==> src/rtl/exc_entry_pkg.sv <==
// Shared types for the exception entry sequencer.
// Assumes: nothing beyond IEEE 1800-2017.
package exc_entry_pkg;

    // Which request the arbiter picked; NONE means nothing is taken.
    typedef enum logic [2:0] {
        EK_NONE  = 3'd0,
        EK_FAULT = 3'd1,
        EK_TRAP  = 3'd2,
        EK_IRQ   = 3'd3,
        EK_NMI   = 3'd4
    } exc_kind_e;

    // Width of the shift applied to the condition-code stack.
    localparam int CCS_SHIFT = 10;
    // Width of the exception-status index field and its low bit.
    localparam int EXS_IDX_W  = 8;
    localparam int EXS_IDX_LO = 8;

endpackage

==> src/rtl/exc_arbiter.sv <==
// Request arbiter: applies enable/lock masking and fixed priority
// (fault > trap > maskable irq > nmi), and returns the kind and vector.
// Assumes: the caller already gated with the sequencer's busy state.
module exc_arbiter
    import exc_entry_pkg::*;
#(
    parameter int VW = 8
) (
    input  logic          fault_req,
    input  logic [VW-1:0] fault_vec,
    input  logic          trap_req,
    input  logic [VW-1:0] trap_vec,
    input  logic          irq_req,
    input  logic [VW-1:0] irq_vec,
    input  logic          irq_lock,
    input  logic          irq_en,
    input  logic          nmi_req,
    input  logic          nmi_en,
    output exc_kind_e     kind,
    output logic [VW-1:0] vec
);

    logic irq_ok;
    logic nmi_ok;

    // Purpose: qualify the two interrupt sources with their flags.
    always_comb begin
        irq_ok = irq_req && irq_en && !irq_lock;
        nmi_ok = nmi_req && nmi_en;
    end

    // Purpose: fixed-priority pick of the winning request and its vector.
    always_comb begin
        kind = EK_NONE;
        vec  = '0;
        if (fault_req) begin
            kind = EK_FAULT;
            vec  = fault_vec;
        end else if (trap_req) begin
            kind = EK_TRAP;
            vec  = trap_vec;
        end else if (irq_ok) begin
            kind = EK_IRQ;
            vec  = irq_vec;
        end else if (nmi_ok) begin
            kind = EK_NMI;
            vec  = '0;
        end
    end

endmodule

==> src/rtl/exc_regcalc.sv <==
// Register value calculator: from a snapshot of the core state and the
// chosen kind/vector, computes every write-back value of an entry.
// Assumes: DW >= 2 + CCS_SHIFT + (M_BIT+1) and VW <= EXS_IDX_W.
module exc_regcalc
    import exc_entry_pkg::*;
#(
    parameter int DW    = 32,
    parameter int VW    = 8,
    parameter int DSW   = 2,
    parameter int M_BIT = 9,
    parameter int U_BIT = 8
) (
    input  exc_kind_e      kind,
    input  logic [VW-1:0]  vec,
    input  logic [DW-1:0]  pc,
    input  logic [DW-1:0]  sp,
    input  logic [DW-1:0]  ksp,
    input  logic [DW-1:0]  ccs,
    input  logic [DW-1:0]  ebp,
    input  logic [DSW-1:0] dslot,
    output logic [DW-1:0]  ret_addr,
    output logic [DW-1:0]  exs_val,
    output logic [DW-1:0]  ccs_val,
    output logic           user_mode,
    output logic [DW-1:0]  usp_val,
    output logic [DW-1:0]  sp_val,
    output logic [DW-1:0]  tbl_addr
);

    localparam int KEEP_W = DW - 2 - CCS_SHIFT;

    logic [DW-1:0]        ccs_m;
    logic [EXS_IDX_W-1:0] idx8;

    // Purpose: return address; NMI keeps PC, others back up over a delay slot.
    always_comb begin
        if (kind == EK_NMI) ret_addr = pc;
        else                ret_addr = pc - {{(DW-DSW){1'b0}}, dslot};
    end

    // Purpose: exception-status word with the vector index in its field.
    always_comb begin
        idx8    = EXS_IDX_W'(vec);
        exs_val = '0;
        exs_val[EXS_IDX_LO +: EXS_IDX_W] = idx8;
    end

    // Purpose: clear M for NMI, then apply the condition-code stack shift.
    always_comb begin
        ccs_m = ccs;
        if (kind == EK_NMI) ccs_m[M_BIT] = 1'b0;
        ccs_val = {ccs_m[DW-1:DW-2], ccs_m[KEEP_W-1:0], {CCS_SHIFT{1'b0}}};
    end

    // Purpose: stack pointer swap values when leaving user mode.
    always_comb begin
        user_mode = ccs[U_BIT];
        usp_val   = sp;
        sp_val    = ksp;
    end

    // Purpose: vector table entry address, base plus four bytes per vector.
    always_comb begin
        tbl_addr = ebp + {{(DW-VW-2){1'b0}}, vec, 2'b00};
    end

endmodule

==> src/rtl/exc_fetch.sv <==
// Vector fetch engine: issues one word read with a valid/ready handshake,
// holds the request until ready, then writes PC and pulses done.
// Assumes: mem_rd_data is valid in the cycle mem_rd_ready is high.
module exc_fetch #(
    parameter int DW = 32
) (
    input  logic          clk,
    input  logic          rst_n,
    input  logic          start,
    input  logic [DW-1:0] start_addr,
    output logic          mem_rd_valid,
    output logic [DW-1:0] mem_rd_addr,
    input  logic          mem_rd_ready,
    input  logic [DW-1:0] mem_rd_data,
    output logic          pc_we,
    output logic [DW-1:0] pc_wd,
    output logic          busy
);

    typedef enum logic {F_IDLE, F_READ} fetch_st_e;

    fetch_st_e st;
    logic      hs;

    // Purpose: decode the handshake and the externally visible state.
    always_comb begin
        mem_rd_valid = (st == F_READ);
        busy         = (st == F_READ);
        hs           = mem_rd_valid && mem_rd_ready;
    end

    // Purpose: fetch state machine and held read address.
    always_ff @(posedge clk) begin
        if (!rst_n) begin
            st          <= F_IDLE;
            mem_rd_addr <= '0;
        end else begin
            if (st == F_IDLE && start) begin
                st          <= F_READ;
                mem_rd_addr <= start_addr;
            end else if (hs) begin
                st <= F_IDLE;
            end
        end
    end

    // Purpose: register the handler address and its one-cycle write strobe.
    always_ff @(posedge clk) begin
        if (!rst_n) begin
            pc_we <= 1'b0;
            pc_wd <= '0;
        end else begin
            pc_we <= hs;
            if (hs) pc_wd <= mem_rd_data;
        end
    end

endmodule

==> src/rtl/exc_entry_seq.sv <==
// Exception entry sequencer top: arbitrates requests, snapshots register
// values at acceptance, emits one-cycle write-back strobes, and fetches
// the handler address from the vector table.
// Assumes: the core drops an accepted request by the time excp_clr pulses,
// and holds cur_* stable in the acceptance cycle only.
module exc_entry_seq
    import exc_entry_pkg::*;
#(
    parameter int DW    = 32,
    parameter int VW    = 8,
    parameter int DSW   = 2,
    parameter int I_BIT = 4,
    parameter int M_BIT = 9,
    parameter int U_BIT = 8
) (
    input  logic           clk,
    input  logic           rst_n,
    input  logic           fault_req,
    input  logic [VW-1:0]  fault_vec,
    input  logic           trap_req,
    input  logic [VW-1:0]  trap_vec,
    input  logic           irq_req,
    input  logic [VW-1:0]  irq_vec,
    input  logic           irq_lock,
    input  logic           nmi_req,
    input  logic [DW-1:0]  cur_pc,
    input  logic [DW-1:0]  cur_sp,
    input  logic [DW-1:0]  cur_ccs,
    input  logic [DW-1:0]  cur_ebp,
    input  logic [DW-1:0]  kern_sp,
    input  logic [DSW-1:0] dslot_cnt,
    output logic           erp_we,
    output logic [DW-1:0]  erp_wd,
    output logic           nrp_we,
    output logic [DW-1:0]  nrp_wd,
    output logic           exs_we,
    output logic [DW-1:0]  exs_wd,
    output logic           ccs_we,
    output logic [DW-1:0]  ccs_wd,
    output logic           usp_we,
    output logic [DW-1:0]  usp_wd,
    output logic           sp_we,
    output logic [DW-1:0]  sp_wd,
    output logic           dslot_clr,
    output logic           mem_rd_valid,
    output logic [DW-1:0]  mem_rd_addr,
    input  logic           mem_rd_ready,
    input  logic [DW-1:0]  mem_rd_data,
    output logic           pc_we,
    output logic [DW-1:0]  pc_wd,
    output logic           excp_clr,
    output logic           busy,
    output logic           done
);

    exc_kind_e     kind;
    logic [VW-1:0] vec;
    logic          accept;
    logic [DW-1:0] ret_addr, exs_val, ccs_val, usp_val, sp_val, tbl_addr;
    logic          user_mode;
    logic          fetch_pc_we;

    exc_arbiter #(.VW(VW)) u_arb (
        .fault_req (fault_req),
        .fault_vec (fault_vec),
        .trap_req  (trap_req),
        .trap_vec  (trap_vec),
        .irq_req   (irq_req),
        .irq_vec   (irq_vec),
        .irq_lock  (irq_lock),
        .irq_en    (cur_ccs[I_BIT]),
        .nmi_req   (nmi_req),
        .nmi_en    (cur_ccs[M_BIT]),
        .kind      (kind),
        .vec       (vec)
    );

    exc_regcalc #(
        .DW(DW), .VW(VW), .DSW(DSW), .M_BIT(M_BIT), .U_BIT(U_BIT)
    ) u_calc (
        .kind      (kind),
        .vec       (vec),
        .pc        (cur_pc),
        .sp        (cur_sp),
        .ksp       (kern_sp),
        .ccs       (cur_ccs),
        .ebp       (cur_ebp),
        .dslot     (dslot_cnt),
        .ret_addr  (ret_addr),
        .exs_val   (exs_val),
        .ccs_val   (ccs_val),
        .user_mode (user_mode),
        .usp_val   (usp_val),
        .sp_val    (sp_val),
        .tbl_addr  (tbl_addr)
    );

    // Purpose: a request is taken only when one won and no entry is running.
    always_comb begin
        accept = (kind != EK_NONE) && !busy;
    end

    exc_fetch #(.DW(DW)) u_fetch (
        .clk          (clk),
        .rst_n        (rst_n),
        .start        (accept),
        .start_addr   (tbl_addr),
        .mem_rd_valid (mem_rd_valid),
        .mem_rd_addr  (mem_rd_addr),
        .mem_rd_ready (mem_rd_ready),
        .mem_rd_data  (mem_rd_data),
        .pc_we        (fetch_pc_we),
        .pc_wd        (pc_wd),
        .busy         (busy)
    );

    // Purpose: completion strobes all follow the PC write.
    always_comb begin
        pc_we    = fetch_pc_we;
        done     = fetch_pc_we;
        excp_clr = fetch_pc_we;
    end

    // Purpose: one-cycle register write-back strobes after acceptance.
    always_ff @(posedge clk) begin
        if (!rst_n) begin
            erp_we    <= 1'b0;
            nrp_we    <= 1'b0;
            exs_we    <= 1'b0;
            ccs_we    <= 1'b0;
            usp_we    <= 1'b0;
            sp_we     <= 1'b0;
            dslot_clr <= 1'b0;
        end else begin
            erp_we    <= accept && (kind != EK_NMI);
            nrp_we    <= accept && (kind == EK_NMI);
            exs_we    <= accept;
            ccs_we    <= accept;
            usp_we    <= accept && user_mode;
            sp_we     <= accept && user_mode;
            dslot_clr <= accept;
        end
    end

    // Purpose: capture write-back data values at acceptance.
    always_ff @(posedge clk) begin
        if (!rst_n) begin
            erp_wd <= '0;
            nrp_wd <= '0;
            exs_wd <= '0;
            ccs_wd <= '0;
            usp_wd <= '0;
            sp_wd  <= '0;
        end else if (accept) begin
            erp_wd <= ret_addr;
            nrp_wd <= ret_addr;
            exs_wd <= exs_val;
            ccs_wd <= ccs_val;
            usp_wd <= usp_val;
            sp_wd  <= sp_val;
        end
    end

endmodule

==> config.mk <==
export PLATFORM = sky130hd
export DESIGN_NAME = exc_entry_seq
export DESIGN_NICKNAME = d
export VERILOG_FILES = /design/src/rtl/exc_entry_pkg.sv /design/src/rtl/exc_arbiter.sv /design/src/rtl/exc_regcalc.sv /design/src/rtl/exc_fetch.sv /design/src/rtl/exc_entry_seq.sv
export SDC_FILE = /design/constraint.sdc
export NUM_CORES = 1
export LEC_CHECK = 0
export BUFFER_PORTS_ARGS = -buffer_cell sky130_fd_sc_hd__buf_2
export CAP_MARGIN = 0
export CORE_AREA = 5 5 190 192
export DETAILED_ROUTE_END_ITERATION = 10
export DIE_AREA = 0 0 195 197
export GPL_TIMING_DRIVEN = 1
export HOLD_SLACK_MARGIN = 0.12
export SLEW_MARGIN = 20
export SYNTH_ARGS = -nofsm -noshare
export SYNTH_HDL_FRONTEND = slang
export SYNTH_SLANG_ARGS = --single-unit
==> constraint.sdc <==
create_clock -name clk -period 7.05 [get_ports clk]
set_input_delay 0.3525 -clock clk [delete_from_list [all_inputs] [get_ports clk]]
set_output_delay 0.3525 -clock clk [all_outputs]
set_load 0.05 [all_outputs]
---- Yosys cells after proc, flatten, opt, wreduce, memory -nomap -nowiden ----
Index checks and enable logic that the tools add are counted.
cells by class
  $add $sub $neg .......................... 2
  multipliers ............................. 0
  div/mod/pow operators ................... 0
  magnitude comparators ................... 0
  equal/unequal tests ..................... 2
  shift operators ......................... 0
  multiplexer cells ....................... 11
  bitwise operators ....................... 1
  reduce and logical (&&, ||, !) cells .... 13
operator list
  operator                                    count
  adder 32 x 10 -> 32 bit                     1
  2-to-1 mux 32 bit                           1
  subtractor 32 x 2 -> 32 bit                 1
  2-to-1 mux 8 bit                            3
  2-to-1 mux 3 bit                            4
  logical AND 1 bit                           9
  equality test 3 bit, second input constant  1
  2-to-1 mux 1 bit                            3
  != test 3 bit, second input constant        1
  nonzero test 3 bit                          1
  zero test 1 bit                             2
  nonzero test 2 bit                          1
  NOT 1 bit                                   1
word-level totals
  register bits ........................... 196
  latch bits .............................. 0
  RAM bits ................................ 0
  memory bits (read-only) ................. 0
  input port bits ......................... 226
  logic and storage cells ................. 42
  memories ................................ 0

---- Longest topological paths before layout ----
  depth in word-level cells ............... 9
  gate-level depth with buffers ........... 13

---- Hierarchy ----
Synthesis repeated with hierarchy kept, for this count alone.
second synthesis, totals
  cells, all modules ...................... 1402
  area total of the unflattened synthesis .. 12019.0 um2
modules (own cells, without submodules)
  module         times used  cells each  area each (um2)
  exc_entry_seq  1           742         6754.0
  exc_fetch      1           293         2610.0
  exc_regcalc    1           340         2441.1
  exc_arbiter    1           27          214.0

---- Worst setup path before layout ----
OpenSTA, ideal clock, no wires.
  path type ............................... in2reg
  start ................................... in irq_lock
  end ..................................... reg u_fetch.mem_rd_addr[13]
  data arrival time ....................... 2.930 ns
  data required time ...................... 6.928 ns
  path slack .............................. 3.998 ns
  cell stages on the path ................. 11
  buffers on the path ..................... 1
  cell sequence ........................... nand3b_1 > nor2_1 > a22oi_1 > a21oi_1 > ha_1 > a21o_1 > or3_1 > o21ai_1 > buf_2 > nor3_1 > o311a_1
RTL lines
  element                  line                 RTL
  start, declared          exc_entry_seq.sv:24  input logic irq_lock,
  zero test 1 bit          exc_arbiter.sv:28    irq_ok = irq_req && irq_en && !irq_lock;
  logical AND 1 bit        exc_arbiter.sv:28
  2-to-1 mux 8 bit         exc_arbiter.sv:42    end else if (irq_ok) begin
  2-to-1 mux 8 bit         exc_arbiter.sv:39    end else if (trap_req) begin
  2-to-1 mux 8 bit         exc_arbiter.sv:36    if (fault_req) begin
  via exs_val[14]          exc_entry_seq.sv:59  logic [DW-1:0] ret_addr, exs_val, ccs_val, usp_val, sp_val, tbl_addr;
  adder 32 x 10 -> 32 bit  exc_regcalc.sv:64    tbl_addr = ebp + {{(DW-VW-2){1'b0}}, vec, 2'b00};
  end signal, assigned     exc_fetch.sv:40      mem_rd_addr <= start_addr;
  end, declared            exc_fetch.sv:12      output logic [DW-1:0] mem_rd_addr,
The timed path passes the listed nets, and every way through them passes these cells.
A chain may end at the register's enable or synchronous reset.

---- Final worst setup path ----
  start ................................... in irq_lock
  end ..................................... reg u_fetch.mem_rd_addr[15]
The elaborated chain is that of the path after synthesis.

==> impl_metrics.py <==
metrics = {
    "status": {
        "outcome": "finished, final reports clean",
    },
    "detailed_routing": {
        "wl_met2_um": 16500,
        "first_pass_iters": 5,
        "wirelength_um": 33400,
        "wl_per_cell_um": 16.3,
        "top_layer": "met4",
        "drt_iter0_drc": 399,
        "drc": 0,
        "vias_per_cell": 4.64,
        "num_vias": 9488,
        "dr_wl_met3_um": 2370,
        "met1Wirelength_um": 13700,
        "ant_nets": 0,
    },
    "worst_setup_path": {
        "worstSetupPathType": "primary input to register",
        "reg2reg_slack_ns": 4.11,
        "rr_worst_depth": 5,
        "worstPathArrival_ns": 3.95,
        "timing.rr.start": "u_fetch.busy$_SDFFE_PN0P_",
        "worstPathMaxFanout": 18,
        "endpoint_kind": "register",
        "cp_data_required_time_ns": 7.40,
        "r2r-end": "u_fetch.mem_rd_addr[10]$_SDFFE_PN0P_",
        "cp-start-kind": "primary input",
    },
    "global_route": {
        "first_global_vias": 9192,
        "grt_max_degree": 100,
        "grt_overflow_total": 0,
        "grt_first_pass_wirelength_um": 50700,
        "grt.total_usage_pct": 16.4,
        "antenna_found_initial": 0,
    },
    "yosys": {
        "synth_compound_gate_area_share_pct": 19.9,
        "yosysSeqAreaShare_pct": 44.0,
        "synth-seq-cells": 196,
        "ys_warn_count": 0,
        "synth_top_area_share_pct": 44.0,
        "synth_edf_count": 0,
        "synth_ff_type": "dfxtp_1",
        "synthSimpleGateAreaFrac_pct": 21.3,
        "synthAdderAreaFrac_pct": 1.85,
        "avgSynthCellArea_um2": 7.97,
        "synthXorXnorAreaFrac_pct": 2.85,
        "syn_area_um2": 8920,
        "synth_cell_types": 64,
        "async_reset_ff_share_pct": 0,
        "synth.area.top_cells": "dfxtp_1, nand2_1, a21oi_1, buf_4, o21ai_0",
        "syn_inst": 1120,
        "synth_top_family_by_area": "simple AND/OR/NAND/NOR gates",
        "synthMuxAreaShare_pct": 0.224,
        "synth_top_cell_by_area": "dfxtp_1",
    },
    "sta": {
        "slew_violations": 0,
        "rsz0062_at_grt": "false",
        "fin_crit_sh_pct": 51.1,
        "min_period_ns": 3.60,
        "hold_violations": 0,
        "max_slew_margin_pct": 27.2,
        "skew_ns": 0.0102,
        "worst_pin_slew_ns": 1.09,
        "setup_tns_ns": 0,
        "finalSetupViolations": 0,
        "finalWorstSetupSlack_ns": 3.45,
        "max_freq_mhz": 277,
    },
    "power": {
        "p_int_mw": 1.97,
        "p_per_area_nw_per_um2": 259,
        "clkPwrFrac_pct": 31.1,
        "switchingPower_mw": 1.31,
        "power.leakage_nw": 5.84,
        "switching_share_pct": 40.0,
        "seq_power_share_pct": 38.2,
        "power_frac_comb_pct": 30.7,
        "peakVddDrop_v": 0.000162,
    },
    "floorplanning": {
        "ios": 494,
        "start_util_pct": 26.1,
        "core.rowCount": 68,
        "fp.dieW_um": 195,
        "fp.dieH_um": 197,
        "dieArea_um2": 38400,
        "core_region_area_um2": 34200,
    },
    "layout": {
        "n_fill_cell": 3538,
        "final_cell_mix": "buf_2, nand2_1, dfxtp_1",
        "final_common_cell": "buf_2",
        "antenna_cells": 0,
        "nets": 1816,
        "syn2layout_area_growth_pct": 42.4,
        "drive_gt1_share_pct": 31.9,
    },
    "cts": {
        "cts.sinks": 196,
        "clk_path_buf_depth": 2,
        "h-tree-depth": 4,
        "post_cts_buffers": 0,
        "insertion_delay_ns": 0.44,
        "numCtsBuffers": 17,
        "cts_root_buffer": "clkbuf_16",
        "cts.reportedPaths.clkPinSlew_ns": 0.08,
        "cts_tree": "built",
    },
    "placed_design": {
        "port_buffers": 449,
        "post-place-ws_ns": 2.72,
        "hpwl_um": 23800,
        "place_congestion": 0.822,
    },
    "min_path": {
        "worstHoldPathCells": 3,
        "min-delay-start": "cur_ccs[6]",
        "hold_end": "ccs_wd[16]$_SDFFE_PN0P_",
        "hold_path_class": "primary input to register",
    },
    "job": {
        "max_cap_viol_count": 0,
    },
}
## through the flow
step | instances | area, um2 | utilization (%) | hold slack [ns] | total power, mW
5_1_grt | 2046 | 12700 | 37.1 | 0.123 | 3.45
2_1_floorplan | 1153 | 9050 | - | 0.478 | 2.01
3_5_place_dp | 1919 | 11100 | 32.5 | 0.442 | 2.25
3_3_place_gp | 1919 | 11100 | 32.5 | 0.439 | 2.24
6_report | 2046 | 12700 | 37.1 | 0.154 | 3.29
4_1_cts | 2046 | 12700 | 37.1 | 0.120 | 3.33
## worst max path at each step
stage	start	to	cells after the start
after detailed placement	irq_lock	u_fetch.mem_rd_addr[15]$_SDFFE_PN0P_	11
after CTS	irq_lock	u_fetch.mem_rd_addr[15]$_SDFFE_PN0P_	11
after global routing	irq_lock	u_fetch.mem_rd_addr[31]$_SDFFE_PN0P_	11
after floorplan	irq_lock	u_fetch.mem_rd_addr[13]$_SDFFE_PN0P_	11
after global placement	irq_lock	u_fetch.mem_rd_addr[15]$_SDFFE_PN0P_	11
final	irq_lock	u_fetch.mem_rd_addr[15]$_SDFFE_PN0P_	11
## layer usage
| metal | GRT usage, % | vias to the layer above |
|---|---|---|
| met5 | 0 | - |
| met4 | 5.53 | 0 |
| met3 | 5.01 | 49 |
| met2 | 27.9 | 363 |
| met1 | 19.7 | 4392 |
| li1 | - | 4684 |
## cells in the mapped netlist, types with 7 or more instances
cell type  instances
or3_1             11
ha_1              10
nor4_1             8
a22oi_1            8
o31ai_1           10
xor2_1            15
nand2_1          272
nor3_1             9
buf_2              7
o21ai_0           51
dfxtp_1          196
buf_4             72
a211oi_1          14
nand3_1           16
a31oi_1           18
a21oi_1          172
nor2_1            36
inv_1             14
clkbuf_1          61
a211o_1            8
xnor2_1           14
or4_1             12
buf_1              7
## area by class of cell
| cell class | instances | area, um2 | area share [%] |
|---|---|---|---|
| multi-input cells | 796 | 4270 | 33.6 |
| clock buffers | 18 | 429 | 3.38 |
| repair buffers | 553 | 3270 | 25.7 |
| clock inverters | 14 | 188 | 1.48 |
| well taps | 455 | 569 | 4.48 |
| inverters | 14 | 55.1 | 0.433 |
| flip-flops and latches | 196 | 3920 | 30.9 |
## registers in the layout (all words and copies together) (netlist names)
register	cells
ccs_wd	22
u_fetch.busy	1
nrp_we	1
exs_wd	8
sp_we	1
u_fetch.pc_we	1
nrp_wd	32
u_fetch.pc_wd	32
sp_wd	32
u_fetch.mem_rd_addr	32
dslot_clr	1
usp_wd	32
erp_we	1
## power by group through the flow
stage	Sequential [mW]	Clock, mW	Combinational [mW]
global route	1.27	1.11	1.07
detailed placement	1.28	0	0.969
finish	1.26	1.02	1.01
CTS	1.26	1.07	1.01
global placement	1.28	0	0.962
floorplan	1.60	0	0.412
## repair_timing
| item | 4_1_cts | 5_1_grt |
|---|---|---|
| hold buffers | 95 | 0 |
| resized for setup | 0 | 0 |
| endpoints found under the hold margin | 95 | 0 |
## kinds of logic after synthesis
family                     count (synthesis)
DFF                                      196
AOI/OAI and AO/OA                        309
muxes                                      2
adders and majority gates                 12
other                                      1
xor gates and xnor gates                  29
and+or+nand+nor                          410
buffers and inverters                    161
## worst max-delay path: stages
cell and delay (ns):
buf_2 0.09, nand3b_1 0.45, nor2_1 0.60, a22oi_1 0.17, a21oi_1 0.35, ha_1 0.30, a21oi_1 0.28, o22ai_1 0.28
o21ai_2 0.65, o21ai_0 0.16, a311oi_1 0.27
No activity file was read; power rests on OpenSTA's default activity.
